--- src/rtl/mux_hit_finder.sv ---
module mux_hit_finder #(
  parameter int NCH    = 16,
  parameter int SW     = 10,
  parameter int MAXLAG = 4,
  parameter int WCW    = 8,
  parameter int TW     = 16,
  localparam int CW    = $clog2(NCH),
  localparam int LW    = $clog2(MAXLAG + 1)
) (
  input  logic          clk,
  input  logic          rst_n,
  input  logic          in_valid,
  input  logic [CW-1:0] in_chan,
  input  logic [SW-1:0] in_sample,
  input  logic [LW-1:0] cfg_lag,
  input  logic [SW-1:0] cfg_rise_thr,
  input  logic [SW-1:0] cfg_fall_thr,
  input  logic [WCW-1:0] cfg_min_w,
  input  logic [WCW-1:0] cfg_max_w,
  output logic          hit_strobe,
  output logic [CW-1:0] hit_chan,
  output logic [TW-1:0] hit_time,
  output logic          mask_valid,
  output logic [NCH-1:0] hit_mask
);
  localparam int IW = (MAXLAG > 1) ? $clog2(MAXLAG) : 1;

  logic [SW-1:0]  hist_q  [NCH][MAXLAG];
  logic [LW-1:0]  seen_q  [NCH];
  logic           armed_q [NCH];
  logic [SW-1:0]  peak_q  [NCH];
  logic [WCW-1:0] width_q [NCH];
  logic [NCH-1:0] acc_q;
  logic [TW-1:0]  time_q;

  logic [LW-1:0]  lag_e;
  logic [IW-1:0]  lag_idx;
  logic [SW-1:0]  old_s, pk_s;
  logic [WCW-1:0] w_nx;
  logic           armed_c, primed, rise, fall, abort_w, qual, last_ch;
  logic [NCH-1:0] acc_nx;

  assign lag_e   = (cfg_lag == '0) ? LW'(1)
                 : (cfg_lag > LW'(MAXLAG)) ? LW'(MAXLAG) : cfg_lag;
  assign lag_idx = IW'(lag_e - LW'(1));
  assign old_s   = hist_q[in_chan][lag_idx];
  assign pk_s    = peak_q[in_chan];
  assign armed_c = armed_q[in_chan];
  assign primed  = seen_q[in_chan] >= lag_e;
  assign w_nx    = (width_q[in_chan] == '1) ? width_q[in_chan] : width_q[in_chan] + WCW'(1);

  assign rise    = !armed_c && primed && (in_sample > old_s) &&
                   ((in_sample - old_s) > cfg_rise_thr);
  assign fall    = armed_c && (pk_s > in_sample) && ((pk_s - in_sample) > cfg_fall_thr);
  assign abort_w = armed_c && !fall && (w_nx > cfg_max_w);
  assign qual    = in_valid && fall && (w_nx >= cfg_min_w) && (w_nx <= cfg_max_w);
  assign last_ch = in_chan == CW'(NCH - 1);
  assign acc_nx  = acc_q | (qual ? (NCH'(1) << in_chan) : '0);

  always_ff @(posedge clk or negedge rst_n) begin
    if (!rst_n) begin
      for (int c = 0; c < NCH; c++) begin
        for (int k = 0; k < MAXLAG; k++) hist_q[c][k] <= '0;
        seen_q[c]  <= '0;
        armed_q[c] <= 1'b0;
        peak_q[c]  <= '0;
        width_q[c] <= '0;
      end
    end else if (in_valid) begin
      for (int k = MAXLAG - 1; k > 0; k--) hist_q[in_chan][k] <= hist_q[in_chan][k-1];
      hist_q[in_chan][0] <= in_sample;
      if (seen_q[in_chan] < LW'(MAXLAG)) seen_q[in_chan] <= seen_q[in_chan] + LW'(1);
      if (rise) begin
        armed_q[in_chan] <= 1'b1;
        peak_q[in_chan]  <= in_sample;
        width_q[in_chan] <= '0;
      end else if (armed_c) begin
        if (fall || abort_w) begin
          armed_q[in_chan] <= 1'b0;
        end else begin
          width_q[in_chan] <= w_nx;
          if (in_sample > pk_s) peak_q[in_chan] <= in_sample;
        end
      end
    end
  end

  always_ff @(posedge clk or negedge rst_n) begin
    if (!rst_n) begin
      hit_strobe <= 1'b0;
      hit_chan   <= '0;
      hit_time   <= '0;
      mask_valid <= 1'b0;
      hit_mask   <= '0;
      acc_q      <= '0;
      time_q     <= '0;
    end else begin
      hit_strobe <= qual;
      mask_valid <= in_valid && last_ch;
      if (in_valid) begin
        hit_chan <= in_chan;
        hit_time <= time_q;
        if (last_ch) begin
          hit_mask <= acc_nx;
          acc_q    <= '0;
          time_q   <= time_q + TW'(1);
        end else begin
          acc_q <= acc_nx;
        end
      end
    end
  end
endmodule


--- config.mk ---
export PLATFORM = sky130hd
export DESIGN_NAME = mux_hit_finder
export DESIGN_NICKNAME = d
export VERILOG_FILES = /design/src/rtl/mux_hit_finder.sv
export SDC_FILE = /design/constraint.sdc
export NUM_CORES = 2
export LEC_CHECK = 0
export BUFFER_PORTS_ARGS = -buffer_cell sky130_fd_sc_hd__buf_2
export CAP_MARGIN = 20
export CELL_PAD_IN_SITES_DETAIL_PLACEMENT = 0
export CELL_PAD_IN_SITES_GLOBAL_PLACEMENT = 1
export CORE_MARGIN = 1
export CORE_UTILIZATION = 35
export DETAILED_ROUTE_END_ITERATION = 12
export PLACE_DENSITY = 0.58
export SLEW_MARGIN = 15
export SYNTH_ARGS = -nofsm -noshare
export SYNTH_HDL_FRONTEND = slang
export SYNTH_SLANG_ARGS = --single-unit
export TNS_END_PERCENT = 1
--- constraint.sdc ---
create_clock -name clk -period 13 [get_ports clk]
set_input_delay 2.6 -clock clk [delete_from_list [all_inputs] [get_ports clk]]
set_output_delay 2.6 -clock clk [all_outputs]
set_load 0.02 [all_outputs]
=== Word level (Yosys, flattened, before mapping) ===
Index checks and enable logic that the tools add are counted.

* Add/sub/neg operators: 6
* Order comparisons: 14
* Equal/unequal tests: 3
* Shift-type cells: 1
* Mux-type cells: 56
* Bitwise gates (word level): 8
* Reduce and logical (&&, ||, !) cells: 24

{| class="wikitable"
|+ Operators with widths
! operator !! count
|-
| bitwise mux 640 bit || 4
|-
| demux 40 bit (select 4 bit) || 4
|-
| two-way mux 160 bit || 4
|-
| two-way mux 128 bit || 3
|-
| binary-select mux 40 bit (select 4 bit) || 1
|-
| bitwise mux 160 bit || 1
|-
| AND 128 bit || 1
|-
| bitwise mux 128 bit || 1
|-
| inverter 128 bit || 1
|-
| two-way mux 40 bit || 3
|-
| two-way mux 16 bit || 5
|-
| two-way mux 10 bit || 6
|-
| greater-than comparator 10 bit || 5
|-
| bitwise mux 48 bit || 1
|-
| binary-select mux 10 bit (select 4 bit) || 1
|-
| demux 10 bit (select 4 bit) || 1
|-
| binary-select mux 8 bit (select 4 bit) || 1
|-
| demux 8 bit (select 4 bit) || 1
|-
| two-way mux 8 bit || 4
|-
| bitwise OR 16 bit || 2
|-
| two-way mux 30 bit || 1
|-
| binary-select mux 10 bit (select 2 bit) || 1
|-
| two-way mux 20 bit || 1
|-
| subtractor 10 bit || 2
|-
| other kinds (35) || 57
|}

* Flip-flop bits (word level): 1062
* Input bits: 56
* Output and inout port bits: 38

=== Longest topological paths before layout ===
* Word-level depth: 14
* Gate-level depth with buffers: 30
* Gate-level depth less buffers: 23

=== Worst setup path after synthesis ===
No wires, ideal clock.

* Kind: in2reg
* Start point: input port in_chan[0]
* End point: register width_q[88] in the netlist's numbering
* Arrival time: 9.015 ns
* Required time: 12.875 ns
* Setup slack: 3.860 ns
* Stages on the path: 27
* Buffers on the path: 9
* Path through: buf_4 > buf_6 > buf_6 > buf_6 > buf_2 > buf_2 > buf_2 > buf_2 > mux4_2 > mux4_2 > ha_1 > nor2b_1 > o21ai_0 > a21boi_0 > o21ai_0 > a21oi_1 > o21a_1 > nor2_1 > ha_1 > a21o_1 > a21o_1 > a221o_1 > o21ai_0 > nor3_1 > buf_2 > nor3_2 > mux2_2

* Word-level cells in the longest chain between the ends: 13

{| class="wikitable"
|+ Ends and longest elaborated chain
! element !! RTL line !! text
|-
| from (decl) || 13 || <nowiki>input logic [CW-1:0] in_chan,</nowiki>
|-
| inverter 4 -> 5 bit (implied by the code) (*) || - ||
|-
| branches (longest 12 deep; another with subtractor 10 bit) || - ||
|-
| to (signal, indexed assignment) || 81 || <nowiki>width_q[in_chan] <= w_nx;</nowiki>
|-
| to (decl) || 32 || <nowiki>logic [WCW-1:0] width_q [NCH];</nowiki>
|}

Mark *: on every way between the ends. The select of a mux whose other input is x is not followed.
A chain may end at the register's enable or synchronous reset.

=== Worst setup path after layout ===
* Start point: input port in_chan[0]
* End point: register width_q[76] in the netlist's numbering

Same word-level chain as after synthesis.

==> metrics.md <==
| Metric | Value |
|---|---|
| Status | `complete, no violations` |
| FF-to-FF End | `width_q[76]$_DFFE_PN0P_` |
| Synth Area in Adders | `under 10%` |
| Gate power share | `21.1%` |
| Die Ht | `378 um` |
| IO buf count | `93` |
| Final setup TNS | `0 ns` |
| Crit path DAT | `10.13 ns` |
| Share of flip-flops with an asynchronous set or reset | `100%` |
| Global Route Usage Sum | `roughly 22%` |
| CTS tree | `yes` |
| Seq cells post-synth | `~1100` |
| Final hold violations | `0` |
| Reg2Reg Depth | `21` |
| Final Wtd Congestion | `0.770` |
| CP Class | `input port to register` |
| Min cycle time layout | `9.52 ns` |
| Final period utilization | `73.2%` |
| Root buf cell | `clkbuf_16` |
| Worst reg-to-reg setup slack | `6.42 ns` |
| WL final | `154000 um` |
| Measured slew at the worst slew-check pin | `1.11 ns` |
| GRT met1 Usage | `31.6%` |
| Worst path max stage delay | `0.73 ns` |
| Post-synthesis simple-gate area fraction | `12.6%` |
| Die ar. | `~0.14 mm^2` |
| Area fraction of the dominant cell type after synthesis | `53.7%` |
| Clock buffer depth | `3` |
| Top cells by area, synth | `dfrtp_1 (54%), mux4_2 (14%), nand2_1 (10%)` |
| Rows | `137` |
| First-pass GRT wire length | `around 230000 um` |
| Die Wd | `about 380 um` |
| Setup Viol. Count Final | `0` |
| Final WS setup | `roughly 3.5 ns` |
| CP Capture Type | `register` |
| Critical path origin | `in_chan[0]` |
| Synth cell types | `66` |
| H-Tree Depth | `3` |
| Int Power | `7.09 mW` |
| DR iter-0 viols | `about 2400` |
| Post-Synth XOR/XNOR Area | `0.425%` |
| RSZ-0062 raised after global routing | `false` |
| Most common cell after layout, fill and taps aside | `nand2_1` |
| Synth Warn # | `0` |
| Drt pass-1 iters | `5` |
| Half-perimeter wire length after placement | `86600 um` |
| Most Used Layer, Global Route | `met2` |
| Post-cts hold buffer count | `0` |
| DR vias/cell | `5.26` |
| Core ar. | `0.140 mm^2` |
| Worst Setup EP | `width_q[76]$_DFFE_PN0P_` |
| # fillers | `13400` |
| Largest net degree at the start of global routing | `173` |
| Maximum VDD drop | `0.115 mV` |
| Mapped cell area | `between 0.04 and 0.05 mm^2` |
| Final count of pins violating max slew | `0` |
| Number of synthesized flops with an enable pin | `0` |
| Ys flop type | `dfrtp_1` |
| Launch point of the worst reg-to-reg path | `hist_q[31]$_DFFE_PN0P_` |
| Switching power | `2.97 mW` |
| Vias in the first global route | `34000` |
| Crit-path cells | `buf_8 -> buf_4 -> mux4_2 -> mux4_2 -> nand2_1 -> a311oi_1 -> a21oi_1 -> ha_1 -> nor2b_1 -> o21ai_0 -> a21boi_0 -> o21ai_0 -> a21oi_1 -> o21a_1 -> o211ai_1 -> ha_1 -> and4_1 -> nand3_1 -> o22ai_1 -> nor3b_4 -> nand2_1 -> and2_0 -> mux2_2` |
| Clock skew | `approximately 0.027 ns` |
| Share of cells above drive strength 1 | `a little over a quarter` |
| Critical Path Source Type | `input port` |
| Leakage | `roughly 27 nW` |
| GRT overflow | `0` |
| GRT met2 Usage | `35.9%` |
| Net Sw Frac | `between 20% and 30%` |
| Antenna Nets Post-Route | `0` |
| Setup WS pre-CTS | `~2.7 ns` |
| GRT met3 Usage | `2.93%` |
| Hold wc startpoint | `time_q[15]$_DFFE_PN0P_` |
| Total number of vias | `32500` |
| Seq/Total Area, Yosys | `53.7%` |
| Max cap viols | `0` |
| CP required | `13.61 ns` |
| Post-CTS Setup Bufs | `0` |
| Synth Instances | `4214` |
| Critical Path Fanout Max | `78` |
| Hold Path Class | `register to register` |
| PD cells | `179 mW/mm^2` |
| Yosys top cell by area | `dfrtp_1` |
| Reg power frac | `43.9%` |
| CTS resizes | `0` |
| Synth Area in Compound Gates | `4.47%` |
| Largest family of logic cells by synthesized area | `multiplexers` |
| TritonCTS Sinks | `roughly 1100` |
| Max-Slew Margin vs Limit | `26.2%` |
| Reg clk slew, reported paths | `0.06 ns` |
| Initial antenna violation count | `5` |
| Initial Util | `~35%` |
| Avg Synthesized Cell Area | `roughly 12 um^2` |
| # IOs | `94` |
| Synth Net Count | `4335` |
| Layout Nets | `around 4300` |
| Cts bufs inserted | `between 100 and 150` |
| Area grow syn2layout | `13.3%` |
| Clk pwr share | `35.0%` |
| Drt wl/cell | `roughly 25 um` |
| # DRC | `0` |
| Clock latency on the worst-skew pair | `0.75 ns` |
| Multiplexer share of the synthesized area | `23.9%` |
| Commonest non-fill, non-tap cells in the layout | `nand2_1 (1343), dfrtp_1 (1062), mux2_2 (434)` |
| FMAX | `0.105 GHz` |
| Max stage delay cell, worst path | `buf_8` |
cell families (layout without fill, tap and decap cells):
group                    count (synthesis)  after routing
buffers and inverters                  389            472
XOR/XNOR                                24             24
multiplexers                           752            752
adder cells (fa/ha/maj)                 65             65
flip-flops                            1062           1062
AND/OR/NAND/NOR                       1555           1555
other                                    0              2
AO/OA/AOI/OAI                          367            367
power by group through the flow:
| stage | clock, mW | combinational [mW] | sequential (mW) |
|---|---|---|---|
| 4_1_cts | 3.60 | 2.15 | 4.42 |
| 3_5_place_dp | 0 | 2.14 | 4.47 |
| 3_3_place_gp | 0 | 2.11 | 4.46 |
| 6_report | 3.52 | 2.12 | 4.42 |
| 5_1_grt | 3.72 | 2.34 | 4.51 |
| 2_1_floorplan | 0 | 1.55 | 4.33 |
stage by stage:
step | cell area [um^2] | hold slack (ns) | utilization [%] | power [mW] | std cells
CTS | 56000 | 0.472 | 40.0 | 10.2 | 6172
finish | 56000 | 0.466 | 40.1 | 10.1 | 6175
floorplan | 49500 | 0.438 | - | 5.88 | 4214
global placement | 51900 | 0.453 | 37.1 | 6.57 | 5953
global route | 56000 | 0.480 | 40.1 | 10.6 | 6173
detailed placement | 51900 | 0.458 | 37.1 | 6.61 | 5953
synthesized netlist by cell type (7+ instances only):
| cell | instances |
|---|---|
| nand2_1 | 1359 |
| buf_2 | 27 |
| mux2i_1 | 17 |
| o22ai_1 | 12 |
| nand4_1 | 12 |
| buf_1 | 29 |
| nand3_1 | 14 |
| o21ai_0 | 176 |
| nor2_2 | 16 |
| xor2_1 | 7 |
| nor2_1 | 88 |
| xnor2_1 | 17 |
| a41oi_1 | 15 |
| nand2b_1 | 8 |
| o21bai_1 | 19 |
| clkbuf_1 | 227 |
| dfrtp_1 | 1062 |
| a22oi_1 | 14 |
| a21o_1 | 18 |
| inv_1 | 93 |
| a21oi_1 | 66 |
| ha_1 | 63 |
| nor3_4 | 10 |
| mux2_2 | 434 |
| a311oi_1 | 9 |
| mux4_2 | 301 |
| nor3_1 | 10 |
how the worst min path moves through the flow:
stage | end | slack, ns | cells past startpoint
2_1_floorplan | seen_q[17]$_DFFE_PN0P_ | 0.44 | 1
3_3_place_gp | hist_q[374]$_DFFE_PN0P_ | 0.45 | 2
3_5_place_dp | hist_q[378]$_DFFE_PN0P_ | 0.46 | 2
4_1_cts | hist_q[378]$_DFFE_PN0P_ | 0.47 | 2
5_1_grt | time_q[15]$_DFFE_PN0P_ | 0.48 | 1
6_report | time_q[15]$_DFFE_PN0P_ | 0.47 | 1
sequential cells by signal, summed over array words and instances, names as in the netlist, named ones only:
signal      cells
acc_q          16
time_q         16
hit_time       16
hist_q        640
peak_q        160
hit_mask       16
seen_q         48
mask_valid      1
width_q       128
hit_chan        4
hit_strobe      1
worst max-delay path: cells and delay by family:
family | cells | cell delay, ns
buf+inv | 2 | 1.30
mux | 3 | 1.64
simple gates | 7 | 2.15
compound gates | 9 | 1.73
fa+ha+maj | 2 | 0.57
final cells by class:
cell class / instances / area, um^2 / area share [%]
clock buffers: 175 / 3500 / 6.25
inverters: 95 / 358 / 0.639
well taps: 1876 / 2350 / 4.19
flip-flops and latches: 1062 / 26600 / 47.4
diodes: 2 / 5.00 / 0.00893
clock inverters: 44 / 567 / 1.01
multi-input cells: 2763 / 21600 / 38.5
repair buffers: 158 / 1120 / 2.00
per-layer routing:
metal	wire length [um]	up-vias
met5	10	-
met4	3290	2
met3	6180	199
met2	73500	675
met1	71500	17100
li1	-	14500
(Power assumes the default switching activity.)
